## src/rtl/uart_tx_brk.sv

```systemverilog
module uart_tx_brk #(
  parameter int DATA_W = 8,
  localparam int FRAME_BITS = DATA_W + 2,
  localparam int BRK_BITS = DATA_W + 3,
  localparam int CW = $clog2(BRK_BITS + 1)
) (
  input  logic              clk,
  input  logic              rst_n,
  input  logic              bit_tick,
  input  logic              wr_en,
  input  logic [DATA_W-1:0] wr_data,
  input  logic              tx_en,
  input  logic              brk_req,
  input  logic              rx_active,
  output logic              txd,
  output logic              txd_oe,
  output logic              hold_empty,
  output logic              tx_done
);

  logic [DATA_W-1:0]   hold_q;
  logic                hold_full;
  logic                te_q, brk_q, dly_q;
  logic                pre_pend, brk_pend;
  logic                busy;
  logic [BRK_BITS-1:0] sh_q;
  logic [CW-1:0]       cnt_q;

  logic te_rise, brk_fall, last_bit, slot_free, go;
  logic want_brk, st_pre, st_brk, st_dat;

  assign te_rise   = tx_en & ~te_q;
  assign brk_fall  = brk_q & ~brk_req;
  assign last_bit  = busy & (cnt_q == CW'(1));
  assign slot_free = ~busy | last_bit;
  assign go        = bit_tick & tx_en & te_q & ~dly_q & slot_free;
  assign want_brk  = brk_pend | brk_req | brk_fall;
  assign st_pre    = go & pre_pend;
  assign st_brk    = go & ~pre_pend & want_brk;
  assign st_dat    = go & ~pre_pend & ~want_brk & hold_full;

  always_ff @(posedge clk) begin
    if (!rst_n) begin
      te_q  <= 1'b0;
      brk_q <= 1'b0;
      dly_q <= 1'b0;
    end else begin
      te_q  <= tx_en;
      brk_q <= brk_req;
      if (te_rise)       dly_q <= ~bit_tick;
      else if (bit_tick) dly_q <= 1'b0;
    end
  end

  always_ff @(posedge clk) begin
    if (!rst_n) begin
      pre_pend <= 1'b0;
      brk_pend <= 1'b0;
    end else begin
      if (st_pre)                pre_pend <= 1'b0;
      else if (te_rise && busy)  pre_pend <= 1'b1;
      if (st_brk)                brk_pend <= 1'b0;
      else if (brk_fall)         brk_pend <= 1'b1;
    end
  end

  always_ff @(posedge clk) begin
    if (!rst_n) begin
      hold_q    <= '0;
      hold_full <= 1'b0;
    end else begin
      if (st_dat) hold_full <= 1'b0;
      if (wr_en) begin
        hold_q    <= wr_data;
        hold_full <= 1'b1;
      end
    end
  end

  always_ff @(posedge clk) begin
    if (!rst_n) begin
      busy  <= 1'b0;
      sh_q  <= '1;
      cnt_q <= '0;
    end else if (st_pre) begin
      busy  <= 1'b1;
      sh_q  <= '1;
      cnt_q <= CW'(FRAME_BITS);
    end else if (st_brk) begin
      busy  <= 1'b1;
      sh_q  <= {1'b1, {(BRK_BITS-1){1'b0}}};
      cnt_q <= CW'(BRK_BITS);
    end else if (st_dat) begin
      busy  <= 1'b1;
      sh_q  <= {{(BRK_BITS-FRAME_BITS){1'b1}}, 1'b1, hold_q, 1'b0};
      cnt_q <= CW'(FRAME_BITS);
    end else if (bit_tick && busy) begin
      if (last_bit) begin
        busy <= 1'b0;
        sh_q <= '1;
      end else begin
        sh_q  <= {1'b1, sh_q[BRK_BITS-1:1]};
        cnt_q <= cnt_q - CW'(1);
      end
    end
  end

  assign txd        = busy ? sh_q[0] : 1'b1;
  assign txd_oe     = tx_en | rx_active | busy;
  assign hold_empty = ~hold_full;
  assign tx_done    = ~busy & ~hold_full & ~pre_pend & ~brk_pend & ~brk_req;

endmodule


```

## config.mk

```make
export PLATFORM = sky130hd
export DESIGN_NAME = uart_tx_brk
export DESIGN_NICKNAME = d
export VERILOG_FILES = /design/src/rtl/uart_tx_brk.sv
export SDC_FILE = /design/constraint.sdc
export NUM_CORES = 1
export LEC_CHECK = 0
export ABC_AREA = 1
export BUFFER_PORTS_ARGS = -buffer_cell sky130_fd_sc_hd__buf_2
export CORE_ASPECT_RATIO = 0.7
export CORE_MARGIN = 2
export CORE_UTILIZATION = 50
export CTS_BUF_LIST = sky130_fd_sc_hd__clkbuf_16
export DETAILED_ROUTE_END_ITERATION = 6
export HOLD_SLACK_MARGIN = 0.08
export PLACE_DENSITY = 0.71
export SLEW_MARGIN = 10
export SYNTH_ARGS = -nofsm -noshare
export SYNTH_HDL_FRONTEND = slang
export SYNTH_SLANG_ARGS = --single-unit
```

## constraint.sdc

```tcl
create_clock -name clk -period 1.6 [get_ports clk]
set_input_delay 0.08 -clock clk [delete_from_list [all_inputs] [get_ports clk]]
set_output_delay 0.08 -clock clk [all_outputs]
set_load 0.05 [all_outputs]
```

==> flow_metrics.py <==
metrics = {
    "cts": {
        "cts_buffers": 5,
        "cts_tree": "done",
        "clockBufferDepth": 2,
        "worstSkewPairLatency_ns": 0.27,
        "clkSinkCount": 29,
        "root_buffer": "clkbuf_16",
        "clk_pin_slew_ns": 0.05,
        "h-tree-depth": 2,
    },
    "critical_path": {
        "end_kind": "flip-flop",
        "reg2reg_depth": 10,
        "r2r_end": "sh_q[1]$_SDFFE_PP1P_",
        "critPathMaxFanout": 8,
        "critPathLaunchType": "input port",
        "cp_cell_sequence": "dlygate4sd3_1, buf_2, inv_2, nand2_1, nor2_4, nand4_1, nor2_4, nand2_1, nand2_1, nand2_1, nand2_1",
        "r2r_start": "cnt_q[1]$_SDFFE_PN0P_",
        "crit_path_start": "brk_req",
        "crit_top_cell": "nand2_1",
        "cp_slowest_cell": "dlygate4sd3_1",
        "arrival_ns": 1.71,
        "path_delay_family": "simple AND/OR/NAND/NOR gates",
        "critPathKind": "in -> reg",
        "regToRegSetupSlack_ns": 0.12,
        "slowest_delay_ns": 0.53,
        "cp.required_ns": 1.82,
        "crit_buf_inv": 3,
    },
    "hold_path": {
        "whs_endpoint": "brk_q$_SDFF_PN0_",
        "hold_path_class": "in -> reg",
        "holdPathStages": 3,
        "min_from": "rst_n",
    },
    "die": {
        "io_pins": 19,
        "fp.dieH_um": 49.1,
        "rows": 16,
        "die_w_um": 68.5,
        "start_util_pct": 52.3,
        "die-area_um2": 3360,
        "core_area_um2": 2780,
    },
    "pwr": {
        "seqPwrFrac_pct": 40.9,
        "comb_power_share_pct": 14.7,
        "p_leak_nw": 0.939,
        "internal_power_mw": 1.46,
        "swShare_pct": 26.2,
        "p_sw_mw": 0.519,
        "power_density_nw_per_um2": 1020,
        "clkPwrFrac_pct": 44.4,
        "max-vdd-ir-drop_mv": 0.867,
    },
    "layout": {
        "drive_above_1_share_pct": 25.5,
        "synthToLayoutAreaGrowth_pct": 33.4,
        "fillerInstances": 228,
        "multi_input_area_um2": 813,
        "stdcell_count": 291,
        "final_nets": 271,
        "n_antenna_cell": 0,
        "register_area_um2": 583,
    },
    "sta": {
        "slew_headroom_pct": 78.2,
        "setup_violations": 0,
        "final.min_clock_period_ns": 1.49,
        "min_period_over_period_pct": 93.1,
        "fmax_mhz": 671,
        "whs_ns": 0.132,
        "skew_ns": 0.00378,
        "max_slew.worst_pin.slew_ns": 0.326,
        "finalHoldViolations": 0,
        "rsz0062_at_grt": "yes",
        "final-max-slew-violation-count": 0,
    },
    "yosys": {
        "synth_area_um2": 1460,
        "synth-edff-count": 0,
        "synthArstFlopShare_pct": 0,
        "yosys-top-cells-area": "dfxtp_1, nand2_1, inv_1, nor2_1, o21ai_0",
        "ys_warn_count": 0,
        "syn_avg_cell_area_um2": 6.80,
        "synth_seq_cells": 29,
        "yosysSeqAreaShare_pct": 39.9,
        "syn_nets": 231,
        "netlist_instances": 214,
        "ys_types": 25,
        "synthFlopType": "dfxtp_1",
        "synth_top_area_share_pct": 39.9,
        "synth_area_leader_cell": "dfxtp_1",
    },
    "route": {
        "drtIter0Drc": 126,
        "avgRoutedWirePerCell_um": 11.3,
        "postRouteAntennaNets": 0,
        "drc": 0,
        "drt-pass1-iter-count": 4,
        "drt-total-wl_um": 3300,
        "num_vias": 1365,
        "vias_per_cell": 4.69,
    },
    "grt": {
        "first_global_vias": 1203,
        "track_usage_pct": 21.6,
        "grt_pass1_wl_um": 5380,
        "use_met2_pct": 29.6,
        "gr-total-overflow": 0,
        "grt_antenna_before_repair": 0,
        "grt.met3_usage_pct": 5.54,
        "globalRouteMet1Util_pct": 32.1,
        "grt_busiest_layer": "met1",
        "grt_max_degree": 13,
    },
    "place": {
        "port_buffers": 18,
        "dp_cells": 268,
        "dp_hpwl_um": 2090,
        "gp_congestion": 0.766,
    },
    "job": {
        "drv_cap": 0,
    },
    "run_status": {
        "status": "finished clean",
    },
}
[placed cells by master, fill, tap and decap left out, types with 2 or more instances in the layout]
cell type	instances
dlygate4sd3_1	11
nor2_4	5
or2_2	8
nor2_2	2
buf_2	18
clkinv_1	3
clkbuf_16	5
nand3_4	2
dfxtp_1	27
a21oi_1	8
nand2_1	66
dfxtp_2	2
nor3_1	2
nand2_2	5
nand2_4	2
inv_1	24
nand3_1	11
inv_2	4
nor2_1	21
o21ai_0	12
buf_4	6
[worst max path at each step]
stage | to | cells past startpoint
6_report | sh_q[1]$_SDFFE_PP1P_ | 11
5_1_grt | sh_q[4]$_SDFFE_PP1P_ | 11
4_1_cts | sh_q[8]$_SDFFE_PP1P_ | 11
3_5_place_dp | sh_q[5]$_SDFFE_PP1P_ | 10
3_3_place_gp | sh_q[7]$_SDFFE_PP1P_ | 10
2_1_floorplan | tx_done | 1
[per-stage QoR]
step	util [%]	total power, mW	instance area (um2)	worst slack [ns]	TNS, ns
2_1_floorplan	-	0.998	1460	0.178	0
3_3_place_gp	57.4	1.06	1600	0.0883	0
3_5_place_dp	57.4	1.06	1600	0.101	0
4_1_cts	66.3	1.96	1840	0.0422	0
5_1_grt	69.8	2.06	1940	-0.0159	-0.0459
6_report	69.8	1.98	1940	0.111	0
[repair_timing]
item,in CTS,in global routing
endpoints found under the hold margin,11,0
hold buffers,11,0
setup buffers,0,4
endpoints found under the setup margin,0,11
resized for setup,0,18
[sequential cells by signal, indices dropped and copies added (netlist names)]
signal,cells
sh_q,10
hold_q,8
cnt_q,4
brk_pend,1
brk_q,1
busy,1
dly_q,1
hold_full,1
pre_pend,1
te_q,1
[cells by family (layout without fill, tap and decap cells)]
group / after synthesis / in the layout / synth area share (%)
xor gates and xnor gates: 2 / 2 / 1.20
AOI/OAI and AO/OA: 23 / 23 / 9.12
adders and majority gates: 2 / 2 / 1.72
buffers and inverters: 32 / 73 / 8.77
DFF: 29 / 29 / 39.9
and+or+nand+nor: 126 / 126 / 39.3
[power by group through the flow]
stage               Combinational, mW  Sequential (mW)  Clock [mW]
finish                          0.290            0.809       0.878
global route                    0.325            0.815       0.925
CTS                             0.264            0.804       0.895
detailed placement              0.242            0.818           0
global placement                0.241            0.818           0
floorplan                       0.189            0.809           0
[synthesized netlist by cell type (2+ instances only)]
cell type and n:
nand2_1 68, dfxtp_1 29, inv_1 25, nor2_1 23
o21ai_0 12, nand3_1 11, a21oi_1 8, or2_2 8
nand2_2 5, inv_2 4, nor2_4 4, ha_1 2
nand3_2 2, nor3_1 2
[cell type report]
cell class	instances	area share, %
multi-input combinational	153	41.9
sequential	29	30.0
timing repair buffer	35	12.6
clock buffer	5	6.44
inverter	30	6.06
tap	36	2.32
clock inverter	3	0.644
[per-layer routing]
layer  share of wire, %  vias up  wire [um]
li1                   -      741          -
met1                 54      588       1770
met2                 41       29       1340
met3                3.5        7        116
met4                2.2        0         74
met5                  0        -          0
[worst register-to-register path: stages, from the launching register on]
cell and delay (ns):
dfxtp_2 0.32, inv_1 0.10, ha_4 0.15, nand2_4 0.06
nand2_4 0.09, nand3_4 0.09, a21oi_4 0.20, nor2_4 0.06
nor2_4 0.20, nand2_1 0.08, nand2_1 0.06
Power figures use the tool's default switching activity.
